[config.mk]
export PLATFORM = sky130hd
export DESIGN_NAME = locality_tagger
export DESIGN_NICKNAME = d
export VERILOG_FILES = /design/src/rtl/locality_tagger_pkg.sv /design/src/rtl/lt_balance_counter.sv /design/src/rtl/lt_period_counter.sv /design/src/rtl/lt_tag_store.sv /design/src/rtl/locality_tagger.sv
export SDC_FILE = /design/constraint.sdc
export NUM_CORES = 1
export LEC_CHECK = 0
export CAP_MARGIN = 25
export CORE_AREA = 2 2 39 41
export DETAILED_ROUTE_END_ITERATION = 7
export DIE_AREA = 0 0 41 43
export PLACE_DENSITY = 0.56
export SYNTH_ARGS = -nofsm -noshare
export SYNTH_HDL_FRONTEND = slang
export SYNTH_HIERARCHICAL = 1
export SYNTH_SLANG_ARGS = --single-unit
[constraint.sdc]
create_clock -name clk -period 4.1 [get_ports clk]
set_clock_uncertainty 0.05 [all_clocks]
set_input_delay 0.82 -clock clk [delete_from_list [all_inputs] [get_ports clk]]
set_output_delay 0.82 -clock clk [all_outputs]
set_load 0.05 [all_outputs]
[src/rtl/locality_tagger_pkg.sv]
package locality_tagger_pkg;
  typedef enum logic {
    LOC_SPATIAL  = 1'b0,
    LOC_TEMPORAL = 1'b1
  } loc_tag_e;
endpackage

[src/rtl/lt_balance_counter.sv]
module lt_balance_counter #(
  parameter int SAT_LIMIT = 4,
  localparam int UDW = $clog2(SAT_LIMIT + 1) + 1
) (
  input  logic clk,
  input  logic rst,
  input  logic step_en,
  input  logic step_up,
  input  logic clear,
  output logic sat_next
);
  localparam logic signed [UDW-1:0] POS_LIM = UDW'(SAT_LIMIT);
  localparam logic signed [UDW-1:0] NEG_LIM = -POS_LIM;

  logic signed [UDW-1:0] bal_q;
  logic signed [UDW-1:0] bal_nxt;
  logic                  pinned;

  assign pinned = (bal_q == POS_LIM) || (bal_q == NEG_LIM);

  always_comb begin
    bal_nxt = bal_q;
    if (step_en && !pinned) begin
      if (step_up) bal_nxt = bal_q + 1'b1;
      else         bal_nxt = bal_q - 1'b1;
    end
  end

  assign sat_next = (bal_nxt == POS_LIM) || (bal_nxt == NEG_LIM);

  always_ff @(posedge clk) begin
    if (rst || clear) bal_q <= '0;
    else              bal_q <= bal_nxt;
  end

  p_sticky_limit_r3: assert property (@(posedge clk) disable iff (rst)
    (pinned && !clear) |=> $stable(bal_q));
  p_in_range_r2: assert property (@(posedge clk) disable iff (rst)
    (bal_q <= POS_LIM) && (bal_q >= NEG_LIM));
endmodule

[src/rtl/lt_period_counter.sv]
module lt_period_counter #(
  parameter int PERIOD = 8,
  localparam int PCW = $clog2(PERIOD + 1)
) (
  input  logic clk,
  input  logic rst,
  input  logic tick,
  input  logic clear,
  output logic wrap
);
  localparam logic [PCW-1:0] LAST = PCW'(PERIOD - 1);

  logic [PCW-1:0] cnt_q;

  assign wrap = tick && (cnt_q == LAST);

  always_ff @(posedge clk) begin
    if (rst || clear || wrap) cnt_q <= '0;
    else if (tick)            cnt_q <= cnt_q + 1'b1;
  end

  p_period_bound_r4: assert property (@(posedge clk) disable iff (rst)
    cnt_q <= LAST);
endmodule

[src/rtl/lt_tag_store.sv]
module lt_tag_store
  import locality_tagger_pkg::*;
(
  input  logic     clk,
  input  logic     rst,
  input  logic     load_init,
  input  loc_tag_e init_tag,
  input  logic     eval,
  input  loc_tag_e new_tag,
  output loc_tag_e tag_q,
  output logic     retag_q
);
  always_ff @(posedge clk) begin
    if (rst) begin
      tag_q   <= LOC_SPATIAL;
      retag_q <= 1'b0;
    end else if (load_init) begin
      tag_q   <= init_tag;
      retag_q <= 1'b0;
    end else if (eval) begin
      tag_q   <= new_tag;
      retag_q <= (new_tag != tag_q);
    end else begin
      retag_q <= 1'b0;
    end
  end
endmodule

[src/rtl/locality_tagger.sv]
module locality_tagger
  import locality_tagger_pkg::*;
#(
  parameter int SAT_LIMIT = 4,
  parameter int PERIOD    = 8
) (
  input  logic clk,
  input  logic rst,
  input  logic hit_i,
  input  logic upper_half_i,
  input  logic replace_i,
  input  logic init_tag_i,
  output logic tag_o,
  output logic retag_o
);
  logic     hit_live;
  logic     period_end;
  logic     eval;
  logic     skewed;
  loc_tag_e tag_cur;
  loc_tag_e tag_new;
  loc_tag_e tag_init;

  assign hit_live = hit_i && !replace_i;
  assign eval     = hit_live && period_end;
  assign tag_new  = skewed ? LOC_TEMPORAL : LOC_SPATIAL;
  assign tag_init = loc_tag_e'(init_tag_i);

  lt_balance_counter #(.SAT_LIMIT(SAT_LIMIT)) u_balance (
    .clk      (clk),
    .rst      (rst),
    .step_en  (hit_live),
    .step_up  (upper_half_i),
    .clear    (replace_i || eval),
    .sat_next (skewed)
  );

  lt_period_counter #(.PERIOD(PERIOD)) u_period (
    .clk   (clk),
    .rst   (rst),
    .tick  (hit_live),
    .clear (replace_i),
    .wrap  (period_end)
  );

  lt_tag_store u_tag (
    .clk       (clk),
    .rst       (rst),
    .load_init (replace_i),
    .init_tag  (tag_init),
    .eval      (eval),
    .new_tag   (tag_new),
    .tag_q     (tag_cur),
    .retag_q   (retag_o)
  );

  assign tag_o = tag_cur;

  p_retag_means_change_r7: assert property (@(posedge clk) disable iff (rst)
    retag_o |-> (tag_o != $past(tag_o)));
  p_replace_loads_r6: assert property (@(posedge clk) disable iff (rst)
    ($past(replace_i) && !$past(rst)) |-> (tag_o == $past(init_tag_i) && !retag_o));
  p_idle_holds_r8: assert property (@(posedge clk) disable iff (rst)
    (!$past(hit_i) && !$past(replace_i) && !$past(rst)) |-> ($stable(tag_o) && !retag_o));
endmodule

## Word level (Yosys, flattened, before mapping)

Index checks and enable logic that the tools add are counted.

- Bits of input ports: 6
- Word-level logic and storage cells: 33
- Output and inout port bits: 2
- Register bits: 10

- Equality and inequality tests: 6
- Bitwise operators: 1
- Reduce and logical (&&, ||, !) cells: 14
- Multiplexer cells: 5
- Add/sub/neg operators: 3

Operator list:

| operator | count |
|---|---|
| 4-bit by 3-bit equality test with 1-bit output, second input constant | 3 |
| 4-bit by 1-bit adder with 4-bit output, second input constant | 2 |
| 4-bit equality test, second input constant | 2 |
| 4-bit two-way mux | 2 |
| 1-bit logical OR | 6 |
| 1-bit logical AND | 4 |
| 4-bit by 1-bit subtractor with 4-bit output, second input constant | 1 |
| 1-bit two-way mux | 3 |
| 3-bit OR reduction | 1 |
| 1-bit zero test | 2 |
| 2-bit nonzero test | 1 |
| 1-bit inequality test | 1 |
| 1-bit NOT | 1 |

## Depth between registers and ports, before layout

- Word-level depth: 10
- Mapped depth: 7
- Depth with buffers taken out: 7

## Hierarchy

Netlist, hierarchy kept.

By module, submodules not included:

| module | area an instance (sq um) | cells each | instances | sequential area each (sq um) |
|---|---|---|---|---|
| lt_balance_counter | 192.7 | 22 | 1 | 60.1 |
| lt_period_counter | 180.2 | 17 | 1 | 80.1 |
| lt_tag_store | 96.3 | 8 | 1 | 40.0 |
| locality_tagger | 27.5 | 3 | 1 | 0.0 |

## Least setup slack after synthesis

No wires, ideal clock.

- Kind: input to register
- Start: in upper_half_i
- End: reg u_tag.tag_q
- Setup time: 0.079 ns
- Required time: 3.971 ns
- Arrival: 1.973 ns
- Setup slack: 1.998 ns
- Cell stages on the path: 6
- Path buffers: 0
- Cells stage by stage: fa_1 -> xnor2_1 -> nand2_1 -> o21ai_1 -> mux2i_1 -> a211oi_2

- Longest elaborated chain between the ends: 7
- Elaborated cells between the ends (all ways): 8
- Classes of those cells: eq/ne (2); mux (5); reduce/logical (1)

RTL lines:

| item | RTL line | RTL |
|---|---|---|
| start: declaration | locality_tagger.sv:10 | `input logic upper_half_i,` |
| 4-bit two-way mux * | lt_balance_counter.sv:24 | `if (step_up) bal_nxt = bal_q + 1'b1;` |
| 4-bit two-way mux * | lt_balance_counter.sv:23 | `if (step_en && !pinned) begin` |
| 4-bit equality test or 4-bit by 3-bit equality test with 1-bit output (tied branches) | lt_balance_counter.sv:29 | `assign sat_next = (bal_nxt == POS_LIM) \|\| (bal_nxt == NEG_LIM);` |
| 1-bit logical OR * | lt_balance_counter.sv:29 |  |
| named net skewed | locality_tagger.sv:19 | `logic skewed;` |
| 1-bit two-way mux * | locality_tagger.sv:26 | `assign tag_new = skewed ? LOC_TEMPORAL : LOC_SPATIAL;` |
| 1-bit two-way mux * | lt_tag_store.sv:20 | `end else if (eval) begin` |
| 1-bit two-way mux * | lt_tag_store.sv:17 | `end else if (load_init) begin` |
| end signal: assignment | lt_tag_store.sv:18 | `tag_q <= init_tag;` |
| end signal: assignment | lt_tag_store.sv:21 | `tag_q <= new_tag;` |
| end: declaration | lt_tag_store.sv:10 | `output loc_tag_e tag_q,` |

The timed path passes the listed nets; every way through them passes the cells marked *. The select of a mux whose other input is x is not followed.
A chain may end at the register's enable or synchronous reset.

## Final worst setup path

- Start: in replace_i
- End: reg u_tag.tag_q

- Elaborated cells between the ends (all ways): 13
- Classes of those cells: eq/ne (2); mux (4); reduce/logical (7)

RTL lines:

| item | RTL line | RTL |
|---|---|---|
| start: declaration | locality_tagger.sv:11 | `input logic replace_i,` |
| 1-bit zero test | locality_tagger.sv:24 | `assign hit_live = hit_i && !replace_i;` |
| 1-bit logical AND | locality_tagger.sv:24 |  |
| named net hit_live | locality_tagger.sv:16 | `logic hit_live;` |
| 1-bit logical AND | lt_period_counter.sv:15 | `assign wrap = tick && (cnt_q == LAST);` |
| named net period_end | locality_tagger.sv:17 | `logic period_end;` |
| 1-bit logical AND | locality_tagger.sv:25 | `assign eval = hit_live && period_end;` |
| named net eval | locality_tagger.sv:18 | `logic eval;` |
| 2-bit nonzero test (no line) | n/a |  |

The timed path passes the listed nets, and every way through them passes these cells. The select of a mux whose other input is x is not followed.

==> impl_metrics.ini <==
[final_layout]
final_common_cell = dfxtp_1
post-route-util = 0.444
finalNonFillerCells = 77
n_antenna_cell = 0
final_cell_mix = 9 x dfxtp_1, 7 x clkdlybuf4s50_1, 4 x inv_1, 4 x nand2_1, 4 x nor2_1
fin_nets = 71
drive_gt1_frac = 0.230
finalInstanceArea_um2 = 614
n_fill_cell = 136
area_growth_pct = 23.7

[timing]
drv_slew = 0
fmaxAchievable_mhz = 414
maxSlewHeadroom = 0.666
hold_viol_final = 0
post-route-min-period_ns = 2.42
worstMarginPinSlew_ns = 0.500
setup_viol = 0
rsz0062_at_grt = false
setup_tns_ns = 0
post-route-period-util = 0.590

[logic_synthesis]
netlist_area_um2 = 497
ys_ff_latch = 9
ys_seq_area_frac = 0.363
syn_inst = 50
syn_nets = 59
ys_warn_count = 6
yosysUniqueCellTypes = 27
syn_area_per_cell_um2 = 9.93

[clocking]
numCtsBuffers = 3
htreeDepth = 1
ctsHoldBuffers = 0
clock-root-buffer = clkbuf_4
cts_setup_buffers = 0
clk_pin_slew_ns = 0.06
cts.sinks = 9
cts_tree = done
clockBufferDepth = 2
cts_resized = 0
insertion_delay_ns = 0.26

[critical_path]
crit_end = u_tag/tag_q
reg2reg_depth = 7
startpoint = replace_i
critPathKind = in2reg
reg2reg_setup_slack_ns = 2.28
cp.arrival_ns = 2.51
crit_required_ns = 4.19
crit_path_start_kind = input port
rr_startpoint = u_balance/bal_q[0]
crit_fanout = 10
critPathCaptureType = flop
r2r_end = u_tag/tag_q

[power]
power_density_nw_per_um2 = 303
ir_drop_uv = 196
p_leak_nw = 0.225
power_mw = 0.186

[detailed_routing]
postRouteAntennaNets = 0
wl_per_cell_um = 10.4
drc_errors = 0
wl_um = 800
drt_first_pass_iters = 2
drtIter0Drc = 5
vias = 357
viasPerCell = 4.64

[floorplanning]
die_y_um = 43
io_pins = 8
dieArea_um2 = 1760
start_util = 0.359
coreArea_um2 = 1380
num_rows = 14
fp.dieW_um = 41

[place]
gp_congestion = 0.661
dp_hpwl_um = 606
dp.cells = 73
io_buffers = 7
post_dp_cell_area_um2 = 587

[global_routing]
grt_util_all_layers = 0.132
grt_pass1_wl_mm = 1.51
grt_max_degree = 11
antenna_found_initial = 0
grt_pass1_vias = 352
overflow = 0

[flow_run]
cap_violations = 0

[run_status]
status = completed

[worst_hold_path]
hp-class = reg2reg
## worst min path at each step
stage	slack (ns)	depth (start not counted)	to	start
3_5_place_dp	0.43	2	u_balance/bal_q[2]	u_balance/bal_q[2]
5_1_grt	0.47	2	u_balance/bal_q[2]	u_balance/bal_q[2]
4_1_cts	0.44	2	u_balance/bal_q[2]	u_balance/bal_q[2]
6_report	0.43	2	u_balance/bal_q[2]	u_balance/bal_q[2]
3_3_place_gp	0.43	2	u_balance/bal_q[2]	u_balance/bal_q[2]
2_1_floorplan	0.40	2	u_balance/bal_q[2]	u_balance/bal_q[2]
## layer usage
| metal | vias to the layer above | share of wire | global-route usage |
|---|---|---|---|
| li1 | 192 | - | - |
| met1 | 158 | 0.46 | 0.162 |
| met2 | 5 | 0.47 | 0.178 |
| met3 | 2 | 0.055 | 0.0785 |
| met4 | 0 | 0.015 | 0.0600 |
| met5 | - | 0 | 0 |
## critical path, cell delays in order
cell             delay, ns
clkdlybuf4s50_1       0.52
and2b_2               0.38
and4b_4               0.27
and3b_2               0.20
mux2i_1               0.23
a211oi_2              0.09
## layout make-up
type	count	area, um2	area share
clock inverter	1	5.00	0.00815
tap	16	20.0	0.0326
clock buffer	3	22.5	0.0367
sequential	9	180	0.293
multi-input combinational	37	302	0.491
inverter	4	15.0	0.0244
timing repair buffer	7	70.1	0.114
## per-stage QoR
| stage | setup WS [ns] | hold slack [ns] |
|---|---|---|
| 2_1_floorplan | 2.00 | 0.397 |
| 3_3_place_gp | 1.42 | 0.428 |
| 3_5_place_dp | 1.39 | 0.429 |
| 4_1_cts | 1.66 | 0.441 |
| 5_1_grt | 1.54 | 0.473 |
| 6_report | 1.68 | 0.434 |
## Yosys cell counts
master	number	area (um2)
o22ai_1	1	6.26
fa_1	1	20.0
nor3b_1	1	7.51
a21o_2	1	8.76
mux2i_1	2	20.0
nor2b_1	1	6.26
or3b_4	1	11.3
a211oi_2	1	12.5
and2b_2	1	8.76
o21ai_0	1	5.00
nor3_1	2	10.0
or3_4	1	11.3
nand4_1	1	6.26
nand2_2	1	6.26
xnor2_1	3	26.3
inv_1	4	15.0
xor2_1	2	17.5
ha_1	2	25.0
and3b_2	1	10.0
nand2_1	4	15.0
o21ai_1	1	5.00
mux2_2	1	11.3
nor2_1	4	15.0
and4b_4	1	13.8
dfxtp_1	9	180
a21boi_1	1	7.51
nor4b_2	1	15.0
## cell families after synthesis
family                     share of synthesized area
xor gates and xnor gates                      0.0882
buffers and inverters                         0.0302
and+or+nand+nor                                0.275
DFF                                            0.363
adders and majority gates                     0.0907
AOI/OAI and AO/OA                             0.0907
muxes                                         0.0630
## sequential cells by signal (all words and copies together), names as in the netlist
signal / cells
u_period/cnt_q: 4
u_tag/retag_q: 1
u_tag/tag_q: 1
u_balance/bal_q: 3
## report_power, final
group	internal, mW	leakage (nW)	switching [mW]
clock	0.0360	0.0177	0.0316
combinational	0.0140	0.135	0.0134
sequential	0.0894	0.0730	0.00179
Power figures use the tool's default switching activity.
